### src/rtl/tw_pkg.sv
// Package: shared state type and the nanosecond-to-cycle conversion used to
// derive every phase length of the serial writer.
// Assumes: timing minimums and clock period are positive integers in ns.
package tw_pkg;

    typedef enum logic [2:0] {
        ST_IDLE,
        ST_LEAD,
        ST_HIGH,
        ST_LOW,
        ST_GAP,
        ST_PULSE
    } tw_state_t;

    // Round a nanosecond minimum up to whole clock cycles, never below one.
    function automatic int ns_to_cyc(input int ns, input int period_ns);
        int c;
        c = (ns + period_ns - 1) / period_ns;
        if (c < 1) c = 1;
        return c;
    endfunction

    function automatic int max2(input int a, input int b);
        return (a > b) ? a : b;
    endfunction

endpackage

### src/rtl/tw_phase_timer.sv
// Module: down-counter that times the current phase.
// Loading N-1 on phase entry makes 'expired' true in the phase's last cycle.
// Assumes: load_val fits in CNT_W bits.
module tw_phase_timer #(
    parameter int CNT_W = 2
) (
    input  logic             clk,
    input  logic             rst_n,
    input  logic             load,
    input  logic [CNT_W-1:0] load_val,
    output logic             expired
);

    logic [CNT_W-1:0] cnt;

    // Load on phase entry, else count down to zero and hold.
    always_ff @(posedge clk) begin
        if (!rst_n)          cnt <= '0;
        else if (load)       cnt <= load_val;
        else if (cnt != '0)  cnt <= cnt - 1'b1;
    end

    assign expired = (cnt == '0);

endmodule

### src/rtl/tw_shifter.sv
// Module: word shift register with a remaining-bit counter.
// Its MSB flop drives the serial data line directly, so the line never glitches.
// Assumes: shift is requested only while bits remain; clear returns it to zero.
module tw_shifter #(
    parameter int WORD_W = 32,
    parameter int BIT_W  = 5
) (
    input  logic              clk,
    input  logic              rst_n,
    input  logic              load,
    input  logic              shift,
    input  logic              clear,
    input  logic [WORD_W-1:0] word,
    output logic              msb,
    output logic              last
);

    logic [WORD_W-1:0] sh;
    logic [BIT_W-1:0]  rem;

    // Capture a word, advance by one bit, or clear back to the idle value.
    always_ff @(posedge clk) begin
        if (!rst_n || clear) begin
            sh  <= '0;
            rem <= '0;
        end else if (load) begin
            sh  <= word;
            rem <= BIT_W'(WORD_W - 1);
        end else if (shift) begin
            sh  <= {sh[WORD_W-2:0], 1'b0};
            rem <= rem - 1'b1;
        end
    end

    assign msb  = sh[WORD_W-1];
    assign last = (rem == '0);

endmodule

### src/rtl/tw_ctrl.sv
// Module: phase sequencer for one write.
// Phase order: lead, then alternating high/low clock phases, gap, latch pulse.
// Outputs are registered from the next state, so they change only at clock edges.
// Assumes: the timer and shifter respond to load, shift and clear in the same edge.
module tw_ctrl
    import tw_pkg::*;
#(
    parameter int CNT_W   = 2,
    parameter int N_LEAD  = 3,
    parameter int N_HIGH  = 3,
    parameter int N_LOW   = 3,
    parameter int N_GAP   = 1,
    parameter int N_PULSE = 2
) (
    input  logic             clk,
    input  logic             rst_n,
    input  logic             req_valid,
    input  logic             t_exp,
    input  logic             last_bit,
    output logic             t_load,
    output logic [CNT_W-1:0] t_val,
    output logic             sh_load,
    output logic             sh_shift,
    output logic             sh_clear,
    output logic             sclk,
    output logic             le,
    output logic             ready,
    output logic             done
);

    tw_state_t st, nxt;

    // Next-state and datapath-control decode for the current phase.
    always_comb begin
        nxt      = st;
        t_load   = 1'b0;
        t_val    = '0;
        sh_load  = 1'b0;
        sh_shift = 1'b0;
        sh_clear = 1'b0;
        case (st)
            ST_IDLE: if (req_valid) begin
                nxt     = ST_LEAD;
                t_load  = 1'b1;
                t_val   = CNT_W'(N_LEAD - 1);
                sh_load = 1'b1;
            end
            ST_LEAD: if (t_exp) begin
                nxt    = ST_HIGH;
                t_load = 1'b1;
                t_val  = CNT_W'(N_HIGH - 1);
            end
            ST_HIGH: if (t_exp) begin
                t_load = 1'b1;
                if (last_bit) begin
                    nxt   = ST_GAP;
                    t_val = CNT_W'(N_GAP - 1);
                end else begin
                    nxt      = ST_LOW;
                    t_val    = CNT_W'(N_LOW - 1);
                    sh_shift = 1'b1;
                end
            end
            ST_LOW: if (t_exp) begin
                nxt    = ST_HIGH;
                t_load = 1'b1;
                t_val  = CNT_W'(N_HIGH - 1);
            end
            ST_GAP: if (t_exp) begin
                nxt    = ST_PULSE;
                t_load = 1'b1;
                t_val  = CNT_W'(N_PULSE - 1);
            end
            ST_PULSE: if (t_exp) begin
                nxt      = ST_IDLE;
                sh_clear = 1'b1;
            end
            default: begin
                nxt      = ST_IDLE;
                sh_clear = 1'b1;
            end
        endcase
    end

    // State and registered output lines.
    always_ff @(posedge clk) begin
        if (!rst_n) begin
            st    <= ST_IDLE;
            sclk  <= 1'b0;
            le    <= 1'b0;
            ready <= 1'b1;
            done  <= 1'b0;
        end else begin
            st    <= nxt;
            sclk  <= (nxt == ST_HIGH);
            le    <= (nxt == ST_PULSE);
            ready <= (nxt == ST_IDLE);
            done  <= (st == ST_PULSE) && (nxt == ST_IDLE);
        end
    end

endmodule

### src/rtl/tw_reg_writer.sv
// Module: top of the three-wire serial register writer.
// Derives the phase lengths from the ns minimums and ties the sequencer,
// the phase timer and the shifter together.
// Assumes: one word in flight at a time; rst_n is synchronous to clk.
module tw_reg_writer
    import tw_pkg::*;
#(
    parameter int WORD_W        = 32,
    parameter int CLK_PERIOD_NS = 10,
    parameter int LE_SETUP_NS   = 20,
    parameter int SCLK_HIGH_NS  = 25,
    parameter int SCLK_LOW_NS   = 25,
    parameter int LE_DELAY_NS   = 10,
    parameter int LE_WIDTH_NS   = 20
) (
    input  logic              clk,
    input  logic              rst_n,
    input  logic              req_valid,
    input  logic [WORD_W-1:0] req_word,
    output logic              req_ready,
    output logic              busy,
    output logic              sclk,
    output logic              sdata,
    output logic              le,
    output logic              done
);

    localparam int N_HIGH  = ns_to_cyc(SCLK_HIGH_NS, CLK_PERIOD_NS);
    localparam int N_LOW   = ns_to_cyc(SCLK_LOW_NS, CLK_PERIOD_NS);
    localparam int N_LEAD  = max2(ns_to_cyc(LE_SETUP_NS, CLK_PERIOD_NS), N_LOW);
    localparam int N_GAP   = ns_to_cyc(LE_DELAY_NS, CLK_PERIOD_NS);
    localparam int N_PULSE = ns_to_cyc(LE_WIDTH_NS, CLK_PERIOD_NS);
    localparam int N_MAX   = max2(max2(max2(N_HIGH, N_LOW), max2(N_LEAD, N_GAP)), N_PULSE);
    localparam int CNT_W   = (N_MAX > 1) ? $clog2(N_MAX) : 1;
    localparam int BIT_W   = $clog2(WORD_W);

    logic             t_load, t_exp;
    logic [CNT_W-1:0] t_val;
    logic             sh_load, sh_shift, sh_clear, last_bit;

    tw_ctrl #(
        .CNT_W(CNT_W), .N_LEAD(N_LEAD), .N_HIGH(N_HIGH),
        .N_LOW(N_LOW), .N_GAP(N_GAP), .N_PULSE(N_PULSE)
    ) i_ctrl (
        .clk(clk), .rst_n(rst_n), .req_valid(req_valid),
        .t_exp(t_exp), .last_bit(last_bit),
        .t_load(t_load), .t_val(t_val),
        .sh_load(sh_load), .sh_shift(sh_shift), .sh_clear(sh_clear),
        .sclk(sclk), .le(le), .ready(req_ready), .done(done)
    );

    tw_phase_timer #(.CNT_W(CNT_W)) i_timer (
        .clk(clk), .rst_n(rst_n), .load(t_load),
        .load_val(t_val), .expired(t_exp)
    );

    tw_shifter #(.WORD_W(WORD_W), .BIT_W(BIT_W)) i_shift (
        .clk(clk), .rst_n(rst_n), .load(sh_load), .shift(sh_shift),
        .clear(sh_clear), .word(req_word), .msb(sdata), .last(last_bit)
    );

    assign busy = ~req_ready;

endmodule

### config.mk
export PLATFORM = sky130hd
export DESIGN_NAME = tw_reg_writer
export DESIGN_NICKNAME = d
export VERILOG_FILES = /design/src/rtl/tw_pkg.sv /design/src/rtl/tw_phase_timer.sv /design/src/rtl/tw_shifter.sv /design/src/rtl/tw_ctrl.sv /design/src/rtl/tw_reg_writer.sv
export SDC_FILE = /design/constraint.sdc
export NUM_CORES = 1
export LEC_CHECK = 0
export CAP_MARGIN = 10
export CORE_UTILIZATION = 30
export DETAILED_ROUTE_END_ITERATION = 12
export HOLD_SLACK_MARGIN = 0.08
export PLACE_DENSITY = 0.5
export RECOVER_POWER = 50
export REMOVE_ABC_BUFFERS = 1
export SETUP_SLACK_MARGIN = 0.3
export SYNTH_ARGS = -nofsm -noshare
export SYNTH_HDL_FRONTEND = slang
export SYNTH_SLANG_ARGS = --single-unit
### constraint.sdc
create_clock -name clk -period 2 [get_ports clk]
set_clock_uncertainty 0.1 [all_clocks]
set_input_delay 0.4 -clock clk [delete_from_list [all_inputs] [get_ports clk]]
set_output_delay 0.4 -clock clk [all_outputs]
set_load 0.01 [all_outputs]
==> out/metrics.cfg <==
[outcome]
outcome=completed

[worst_setup_path]
startpoint_type=register
crit_type=register to register
worst-r2r-setup-slack_ns=0.11
r2r_end=i_ctrl.le
cp_max_fo=5
crit_arrival_ns=2.00
cp.required_ns=2.10
r2r_cells=6
end_kind=register
reg2reg_from=i_shift.rem[0]

[global_route]
grt_max_degree=39
grt_pass1_wl_um=9360
antenna_found_initial=0
grt_use_total=0.163
overflow=0
grt_pass1_vias=2059

[sta]
setup_ws_ns=0.108
setup_viol=0
min_period_ns=1.89
tightestPinTransition_ns=0.426
holdWs_ns=0.398
final_hold_viol_count=0
rsz0062_at_grt=yes
drv_slew=0
tns_ns=0
max_freq_mhz=528
slew_headroom=0.715
fin_crit_sh=0.946

[floorplan]
fp.dieW_um=84.6
die-area_um2=7150
initial_core_util=0.317
fp.dieH_um=84.6
io_pins=41
core_um2=6460
rows=29

[final_layout]
fillerInstances=614
syn2layout_area_growth_pct=56.9
drive_gt1_frac=0.300
fin_nets=347
antenna_cells=0
final_area_um2=3210
final_cells=387
final_common_cell=nor2_1
final_cell_mix=nor2_1 (56), dfxtp_1 (45), clkdlybuf4s50_1 (34), nor4_1 (24), nor3_2 (23)

[place]
pre_cts_ws_ns=0.00602
hpwl_um=2900
gp_congestion=0.785
port_buffers=40
dp_cells=362
post_dp_cell_area_um2=2580

[cts]
clkTransAtPathRegs_ns=0.09
cts.sinks=46
clk_latency_ns=0.30
cts_root_buf=clkbuf_8
cts_tree=yes
cts_max_level=2
clockBufferDepth=2
cts_inserted_buffers=5

[worst_hold_path]
min_to=i_shift.sh[13]
min_path_cells=2
worst_hold_path_type=register to register
holdCritStartpoint=i_shift.sh[12]

[route]
drtIter0Drc=44
wl_per_cell_um=13.9
viasPerCell=5.06
vias=1960
wl_um=5380
first_pass_iters=6
drc=0
antenna_left=0

[synthesis]
syn_area_um2=2050
yosys_warnings=0
syn_inst=256
ys_types=34
ys_async_sr_fraction=0
ys_seq_area_frac=0.450
synth_area_per_cell_um2=7.99
synth-edff-count=0
synth_ff_type=dfxtp_1
ys_ff_latch=46

[power_and_ir_drop]
powerDensity_nw_per_um2=1020
ir_drop_mv=0.395
p_leak_nw=1.27

[job]
drv_cap=0

-- critical path, cell delays in order, from the launching register on --
cell,delay (ns)
dfxtp_1,0.34
inv_2,0.08
ha_4,0.11
or4b_4,0.49
and2_4,0.20
a221o_1,0.30
and2_1,0.16
-- metrics by stage --
step / power, W / util
floorplan: 0.00182 / -
global placement: 0.00218 / 0.400
detailed placement: 0.00219 / 0.400
CTS: 0.00321 / 0.478
global route: 0.00349 / 0.497
finish: 0.00327 / 0.497
-- registers in the layout, indices dropped and copies added, names as in the netlist --
name,cells
i_shift.sh,32
i_ctrl.ready,1
i_ctrl.sclk,1
i_shift.rem,5
i_ctrl.done,1
i_timer.cnt,2
i_ctrl.st,3
i_ctrl.le,1
-- Yosys cell counts (3+ instances only) --
cell / number / area, um2
nor3_1: 34 / 170
buf_2: 3 / 15.0
dfxtp_1: 46 / 921
nand2_1: 5 / 18.8
and2_1: 3 / 18.8
nand3_1: 4 / 20.0
nor4_1: 31 / 194
buf_6: 3 / 33.8
a21oi_1: 9 / 45.0
ha_1: 3 / 37.5
inv_1: 6 / 22.5
o21ai_0: 4 / 20.0
clkbuf_1: 12 / 45.0
buf_4: 3 / 22.5
xor2_1: 3 / 26.3
nor2_1: 65 / 244
-- how the worst max path moves through the flow --
stage,from,to,slack (ns),cells after the start
2_1_floorplan,i_ctrl.st[2],i_shift.sh[21],-0.46,3
3_3_place_gp,req_valid,i_shift.sh[21],0.03,5
3_5_place_dp,req_valid,i_shift.sh[4],0.006,5
4_1_cts,i_shift.rem[0],i_ctrl.le,0.13,6
5_1_grt,i_shift.rem[0],i_ctrl.le,0.06,6
6_report,i_shift.rem[0],i_ctrl.le,0.11,6
-- timing repair --
| item | CTS | global route |
|---|---|---|
| pin swaps | 36 | 7 |
| gates resized for setup | 54 | 25 |
| cloned | 3 | 0 |
| hold buffers | 0 | 0 |
| setup endpoints to repair | 41 | 43 |
| buffers inserted | 10 | 4 |
-- kinds of logic after synthesis --
| logic type | Yosys count | share of synthesized area |
|---|---|---|
| AO/OA/AOI/OAI | 21 | 0.0654 |
| XOR/XNOR | 3 | 0.0128 |
| adder cells (fa/ha/maj) | 3 | 0.0184 |
| buffers and inverters | 27 | 0.0679 |
| flip-flops | 46 | 0.450 |
| multiplexers | 2 | 0.0104 |
| AND/OR/NAND/NOR | 154 | 0.375 |
-- cell type report --
class / count / area (um2) / area share
inverters: 6 / 22.5 / 0.00701
repair buffers: 67 / 744 / 0.232
clock inverters: 3 / 43.8 / 0.0136
flip-flops and latches: 46 / 922 / 0.287
well taps: 77 / 96.3 / 0.0300
multi-input cells: 183 / 1310 / 0.409
clock buffers: 5 / 68.8 / 0.0214
-- metal layers --
metal	global-route usage	vias up	routed length [um]
li1	-	1001	-
met1	0.209	916	2480
met2	0.281	36	2640
met3	0.0315	7	205
met4	0.0416	0	55
met5	0	-	0
-- power breakdown --
part,switching (W),internal [W]
Combinational,0.000610,0.000677
Clock,0.000331,0.000375
Sequential,0.000163,0.00112
Power figures use the tool's default switching activity.
